===== config.mk =====
export PLATFORM = sky130hd
export DESIGN_NAME = tlm_bit_encoder
export DESIGN_NICKNAME = d
export VERILOG_FILES = /design/src/rtl/tlm_enc_pkg.sv /design/src/rtl/tlm_whitener.sv /design/src/rtl/tlm_nrzm.sv /design/src/rtl/tlm_conv_coder.sv /design/src/rtl/tlm_symbol_ser.sv /design/src/rtl/tlm_bit_encoder.sv
export SDC_FILE = /design/constraint.sdc
export NUM_CORES = 1
export LEC_CHECK = 0
export ABC_AREA = 0
export BUFFER_PORTS_ARGS = -buffer_cell sky130_fd_sc_hd__clkbuf_2
export CAP_MARGIN = 10
export CELL_PAD_IN_SITES_DETAIL_PLACEMENT = 1
export CELL_PAD_IN_SITES_GLOBAL_PLACEMENT = 2
export CORE_MARGIN = 2
export CORE_UTILIZATION = 35
export DETAILED_ROUTE_END_ITERATION = 12
export PLACE_DENSITY_LB_ADDON = 0.1
export SETUP_SLACK_MARGIN = 0.2
export SLEW_MARGIN = 20
export SYNTH_ARGS = -nofsm -noshare
export SYNTH_HDL_FRONTEND = slang
export SYNTH_SLANG_ARGS = --single-unit

===== constraint.sdc =====
create_clock -name clk -period 1.9 [get_ports clk]
set_input_delay 0.095 -clock clk [delete_from_list [all_inputs] [get_ports clk]]
set_output_delay 0.095 -clock clk [all_outputs]
set_load 0.005 [all_outputs]

===== src/rtl/tlm_enc_pkg.sv =====
package tlm_enc_pkg;

    localparam int          WHITEN_W    = 8;
    localparam logic [7:0]  WHITEN_SEED = 8'hFF;
    localparam int          CODE_K      = 7;
    localparam logic [6:0]  CODE_G1     = 7'o171;
    localparam logic [6:0]  CODE_G2     = 7'o133;
    localparam int          SYMS_PLAIN  = 2;
    localparam int          SYMS_MAX    = 4;
    localparam int          SYM_CNT_W   = $clog2(SYMS_MAX + 1);

    typedef struct packed {
        logic nrzm_en;
        logic split_en;
    } enc_cfg_t;

    typedef struct packed {
        logic c2;
        logic c1;
    } code_pair_t;

    // Fibonacci step: state[7] is the oldest element and the output.
    function automatic logic [WHITEN_W-1:0] whiten_step(input logic [WHITEN_W-1:0] s);
        logic fb;
        fb = s[7] ^ s[4] ^ s[2] ^ s[0];
        return {s[WHITEN_W-2:0], fb};
    endfunction

    function automatic logic tap_parity(input logic [CODE_K-1:0] win,
                                        input logic [CODE_K-1:0] gen);
        return ^(win & gen);
    endfunction

endpackage


===== src/rtl/tlm_whitener.sv =====
module tlm_whitener
    import tlm_enc_pkg::*;
(
    input  logic clk,
    input  logic rst,
    input  logic step,
    input  logic sof,
    input  logic din,
    output logic dout
);
    logic [WHITEN_W-1:0] state_q;
    logic [WHITEN_W-1:0] cur;

    assign cur  = sof ? WHITEN_SEED : state_q;
    assign dout = din ^ cur[WHITEN_W-1];

    always_ff @(posedge clk) begin
        if (rst)       state_q <= WHITEN_SEED;
        else if (step) state_q <= whiten_step(cur);
    end

    // a frame start reloads the seed, so one step later the state is FE
    a_r2_reseed_on_sof: assert property (@(posedge clk) disable iff (rst)
        (step && sof) |=> (state_q == 8'hFE));

    // the sequence holds still when no bit is accepted
    a_r3_hold_when_idle: assert property (@(posedge clk) disable iff (rst)
        !step |=> $stable(state_q));
endmodule


===== src/rtl/tlm_nrzm.sv =====
module tlm_nrzm (
    input  logic clk,
    input  logic rst,
    input  logic step,
    input  logic en,
    input  logic din,
    output logic dout
);
    logic level_q;
    logic next_level;

    assign next_level = level_q ^ din;
    assign dout       = en ? next_level : din;

    always_ff @(posedge clk) begin
        if (rst)             level_q <= 1'b0;
        else if (step && en) level_q <= next_level;
    end

    // a zero holds the level
    a_r4_hold_on_zero: assert property (@(posedge clk) disable iff (rst)
        (step && en && !din) |=> $stable(level_q));
    // bypass keeps the level untouched
    a_r4_bypass_holds: assert property (@(posedge clk) disable iff (rst)
        (step && !en) |=> $stable(level_q));
endmodule


===== src/rtl/tlm_conv_coder.sv =====
module tlm_conv_coder
    import tlm_enc_pkg::*;
(
    input  logic       clk,
    input  logic       rst,
    input  logic       step,
    input  logic       din,
    output code_pair_t pair
);
    // hist_q[CODE_K-2] is the most recent earlier bit
    logic [CODE_K-2:0] hist_q;
    logic [CODE_K-1:0] window;

    assign window  = {din, hist_q};
    assign pair.c1 = tap_parity(window, CODE_G1);
    assign pair.c2 = ~tap_parity(window, CODE_G2);

    always_ff @(posedge clk) begin
        if (rst)       hist_q <= '0;
        else if (step) hist_q <= window[CODE_K-1:1];
    end

    // history shifts in the accepted bit
    a_r5_history_shift: assert property (@(posedge clk) disable iff (rst)
        step |=> (hist_q[CODE_K-2] == $past(din)));
endmodule


===== src/rtl/tlm_symbol_ser.sv =====
module tlm_symbol_ser
    import tlm_enc_pkg::*;
(
    input  logic       clk,
    input  logic       rst,
    input  logic       load,
    input  logic       split,
    input  code_pair_t pair,
    output logic       ready,
    output logic       out_valid,
    output logic       out_sym
);
    logic [SYMS_MAX-1:0]  sym_q;
    logic [SYM_CNT_W-1:0] cnt_q;
    logic                 split_q;
    logic [SYMS_MAX-1:0]  split_vec;
    logic [SYMS_MAX-1:0]  plain_vec;
    logic [1:0]           pair_bits;

    assign pair_bits = {pair.c2, pair.c1};

    // each code symbol becomes the symbol then its complement
    for (genvar i = 0; i < SYMS_PLAIN; i++) begin : g_split
        assign split_vec[2*i]   = pair_bits[i];
        assign split_vec[2*i+1] = ~pair_bits[i];
    end
    assign plain_vec = {{(SYMS_MAX-SYMS_PLAIN){1'b0}}, pair_bits};

    assign ready     = (cnt_q <= SYM_CNT_W'(1));
    assign out_valid = (cnt_q != '0);
    assign out_sym   = sym_q[0];

    always_ff @(posedge clk) begin
        if (rst) begin
            sym_q   <= '0;
            cnt_q   <= '0;
            split_q <= 1'b0;
        end else if (load) begin
            sym_q   <= split ? split_vec : plain_vec;
            cnt_q   <= split ? SYM_CNT_W'(SYMS_MAX) : SYM_CNT_W'(SYMS_PLAIN);
            split_q <= split;
        end else if (cnt_q != '0) begin
            sym_q <= {1'b0, sym_q[SYMS_MAX-1:1]};
            cnt_q <= cnt_q - SYM_CNT_W'(1);
        end
    end

    // second half of each split pair is the complement of the first
    a_r7_split_complement: assert property (@(posedge clk) disable iff (rst)
        (out_valid && split_q && cnt_q[0]) |-> (out_sym != $past(out_sym)));
    // symbol count per bit follows the mode
    a_r8_count_split: assert property (@(posedge clk) disable iff (rst)
        (load && split) |=> (cnt_q == SYM_CNT_W'(SYMS_MAX)));
    a_r8_count_plain: assert property (@(posedge clk) disable iff (rst)
        (load && !split) |=> (cnt_q == SYM_CNT_W'(SYMS_PLAIN)));
endmodule


===== src/rtl/tlm_bit_encoder.sv =====
module tlm_bit_encoder
    import tlm_enc_pkg::*;
(
    input  logic clk,
    input  logic rst,
    input  logic cfg_nrzm_en,
    input  logic cfg_split_en,
    input  logic in_valid,
    output logic in_ready,
    input  logic in_bit,
    input  logic in_sof,
    output logic out_valid,
    output logic out_sym
);
    enc_cfg_t   cfg;
    logic       accept;
    logic       white_bit;
    logic       diff_bit;
    code_pair_t pair;

    assign cfg.nrzm_en  = cfg_nrzm_en;
    assign cfg.split_en = cfg_split_en;
    assign accept       = in_valid && in_ready;

    tlm_whitener u_whiten (
        .clk  (clk),
        .rst  (rst),
        .step (accept),
        .sof  (in_sof),
        .din  (in_bit),
        .dout (white_bit)
    );

    tlm_nrzm u_nrzm (
        .clk  (clk),
        .rst  (rst),
        .step (accept),
        .en   (cfg.nrzm_en),
        .din  (white_bit),
        .dout (diff_bit)
    );

    tlm_conv_coder u_conv (
        .clk  (clk),
        .rst  (rst),
        .step (accept),
        .din  (diff_bit),
        .pair (pair)
    );

    tlm_symbol_ser u_ser (
        .clk       (clk),
        .rst       (rst),
        .load      (accept),
        .split     (cfg.split_en),
        .pair      (pair),
        .ready     (in_ready),
        .out_valid (out_valid),
        .out_sym   (out_sym)
    );

    // an accepted bit shows a symbol in the next cycle
    a_r10_symbol_next_cycle: assert property (@(posedge clk) disable iff (rst)
        accept |=> out_valid);
    // ready never drops while the output is idle
    a_r8_ready_when_idle: assert property (@(posedge clk) disable iff (rst)
        !out_valid |-> in_ready);
endmodule


==> results.json <==
{
  "outcome": "complete, no violations",
  "ctsRootBufferMaster": "clkbuf_4",
  "synth_area_mm2": 0.001084,
  "criticalPathCategory": "register to register",
  "cts-buffers-inserted": 3,
  "grt_pass1_wl_um": 3788,
  "clock_latency_ns": 0.30,
  "drtPass1Iterations": 4,
  "setup-violations-final": 0,
  "path_max_fanout": 2,
  "avgSynthCellArea_um2": 9.029,
  "max_slew_margin_pct": 69.66,
  "gp_congestion": 0.6962,
  "end_kind": "register",
  "clk_transition_reported_paths_ns": 0.12,
  "grt_max_degree": 23,
  "synthDistinctLibCells": 31,
  "powerDensity_mw_per_mm2": 1296,
  "clockBufferDepth": 2,
  "p_int_w": 0.001029,
  "ys_seq_elements": 22,
  "critPathLaunchType": "register",
  "cp.required_ns": 2.08,
  "initial_core_util_pct": 36.08,
  "first_iter_violations": 14,
  "cap_viol_max_count": 0,
  "cts_max_level": 1,
  "fmax_mhz": 586.0,
  "fin_setup_tns_ns": 0,
  "postRouteAntennaNets": 0,
  "grt_overflow": 0,
  "diodes": 0,
  "synth_area_leader_cell": "dfxtp_1",
  "swShare_pct": 37.80,
  "fillers": 362,
  "leakage_nw": 0.5336,
  "pwr-share-seq_pct": 37.7,
  "layout-drive-gt1-share_pct": 28.68,
  "io_pins": 10,
  "drc": 0,
  "cts.sinks": 22,
  "area_delta_synth_final_pct": 17.78,
  "layout_min_cycle_time_ns": 1.707,
  "grt_pass1_vias": 837,
  "cts_tree": "done",
  "total_power_w": 0.001654,
  "yosys_warnings": 0,
  "drv_slew": 0,
  "fp.dieH_um": 59.64,
  "syn_nets": 130,
  "worst_pin_slew_ns": 0.4551,
  "dieArea_mm2": 0.003557,
  "p_sw_w": 0.0006250,
  "clock_skew_ns": 0.009732,
  "synth_top_cell_area_share_pct": 40.65,
  "hpwl_um": 1645,
  "yosysSeqAreaShare_pct": 40.65,
  "die_w_um": 59.64,
  "min_path_type": "primary input to register",
  "fin_crit_sh_pct": 89.82,
  "grtUsageTotal_pct": 14.03,
  "syn-instance-count": 120,
  "setup_slack_ns": 0.1934,
  "antenna_found_initial": 0,
  "finalHoldViolCount": 0,
  "wl_um": 2370,
  "synthTopCellsByArea": "dfxtp_1 41%, nor2_1 5.5%, nand2_1 4.8%",
  "power_frac_clock_pct": 12.6,
  "wl_per_cell_um": 14.02,
  "fp-row-count": 20,
  "fin_nets": 148,
  "rsz0062_at_grt": "yes",
  "io_buffer_count": 9,
  "arrival_ns": 1.89,
  "pre_cts_slack_ns": 0.1454,
  "vias_per_cell": 5.101,
  "combPwrFrac_pct": 49.7,
  "peakVddDrop_v": 0.0002886,
  "core_mm2": 0.003003,
  "num_vias": 862
}
==> state kept, by name (all words and copies together) (netlist names) <==
| signal | flops |
|---|---|
| u_conv.hist_q | 6 |
| u_whiten.state_q | 8 |
| u_ser.cnt_q | 3 |
| u_nrzm.level_q | 1 |
| u_ser.sym_q | 4 |
==> path summary, 6_finish.rpt <==
| kind | depth (start not counted) | start | to | slack [ns] |
|---|---|---|---|---|
| max | 6 | u_conv.hist_q[4] | u_ser.sym_q[1] | 0.19 |
| min | 3 | cfg_split_en | u_ser.sym_q[1] | 0.1 |
| max reg2reg | 6 | u_conv.hist_q[4] | u_ser.sym_q[1] | 0.19 |
| min reg2reg | 2 | u_conv.hist_q[2] | u_conv.hist_q[1] | 0.47 |
==> cells by family after synthesis <==
kind of cell	after synthesis	synth area share [%]
and+or+nand+nor	45	19.52
DFF	22	40.65
AOI/OAI and AO/OA	26	16.74
buffers and inverters	11	4.618
muxes	2	1.963
adders and majority gates	3	3.465
xor gates and xnor gates	11	13.05
==> layout by cell type, fill, tap and decap left out, types with 2 or more instances in the layout <==
| cell | instances |
|---|---|
| inv_1 | 4 |
| xor2_1 | 2 |
| xnor2_1 | 5 |
| clkbuf_4 | 3 |
| dfxtp_2 | 5 |
| nand3_1 | 3 |
| nand2_1 | 14 |
| nor3_1 | 7 |
| dfxtp_1 | 17 |
| a21oi_1 | 8 |
| ha_1 | 3 |
| buf_4 | 9 |
| nor2_1 | 15 |
| a221oi_2 | 2 |
| xnor3_2 | 2 |
| a211oi_1 | 3 |
| clkbuf_2 | 9 |
| o21bai_1 | 6 |
==> final cells by class <==
class / count / area, um2 / share of cell area [%]
inverter: 4 / 15.01 / 1.176
sequential: 22 / 446.7 / 35.00
clock buffer: 3 / 22.52 / 1.765
multi-input combinational: 88 / 626.9 / 49.12
timing repair buffer: 19 / 123.9 / 9.706
tap: 33 / 41.29 / 3.235
==> repair_timing <==
action	in CTS	in global routing
hold buffers	0	0
pin swaps	2	4
setup buffers	0	6
gates cloned	0	1
setup endpoints to repair	8	15
resized for setup	3	9
==> metrics by stage <==
stage	area (um2)	instances	hold slack, ns	utilization [%]
floorplan	1084	120	0.1612	-
CTS	1191	162	0.07617	39.67
global placement	1165	159	0.4167	38.79
detailed placement	1165	159	0.4157	38.79
global route	1276	169	0.1223	42.50
finish	1276	169	0.09749	42.50
==> cells in the mapped netlist (all sizes together) <==
library cell  instances
a211o                 1
a211oi                3
a21oi                 9
a221oi                3
a2bb2oi               1
a31oi                 1
and3b                 1
buf                   2
clkbuf                5
dfxtp                22
ha                    3
inv                   4
mux2                  1
mux2i                 1
nand2                14
nand2b                1
nand3                 3
nand3b                1
nor2                 17
nor2b                 1
nor3                  7
o21ai                 1
o21bai                7
xnor2                 6
xnor3                 2
xor2                  3
==> power groups by stage <==
stage | Combinational [W] | Clock, W | Sequential (W)
after CTS | 0.000700 | 0.000222 | 0.000617
after floorplan | 0.000512 | 0 | 0.000610
after global routing | 0.000920 | 0.000239 | 0.000637
final | 0.000821 | 0.000209 | 0.000624
after global placement | 0.000685 | 0 | 0.000621
after detailed placement | 0.000695 | 0 | 0.000627
==> critical path, cell delays in order, from the launching register on <==
cell and delay (ns):
dfxtp_2 0.35, xnor3_2 0.45, xor2_2 0.17, xnor2_2 0.15, buf_4 0.14, a221oi_2 0.24
a221oi_2 0.09
==> routing by layer <==
layer | track usage [%] | share of wire, % | vias to the layer above
li1 | - | - | 440
met1 | 18.68 | 50 | 410
met2 | 22.52 | 46 | 10
met3 | 1.965 | 2.6 | 2
met4 | 6.032 | 0.68 | 0
met5 | 0 | 0 | -
(Power assumes the default switching activity.)
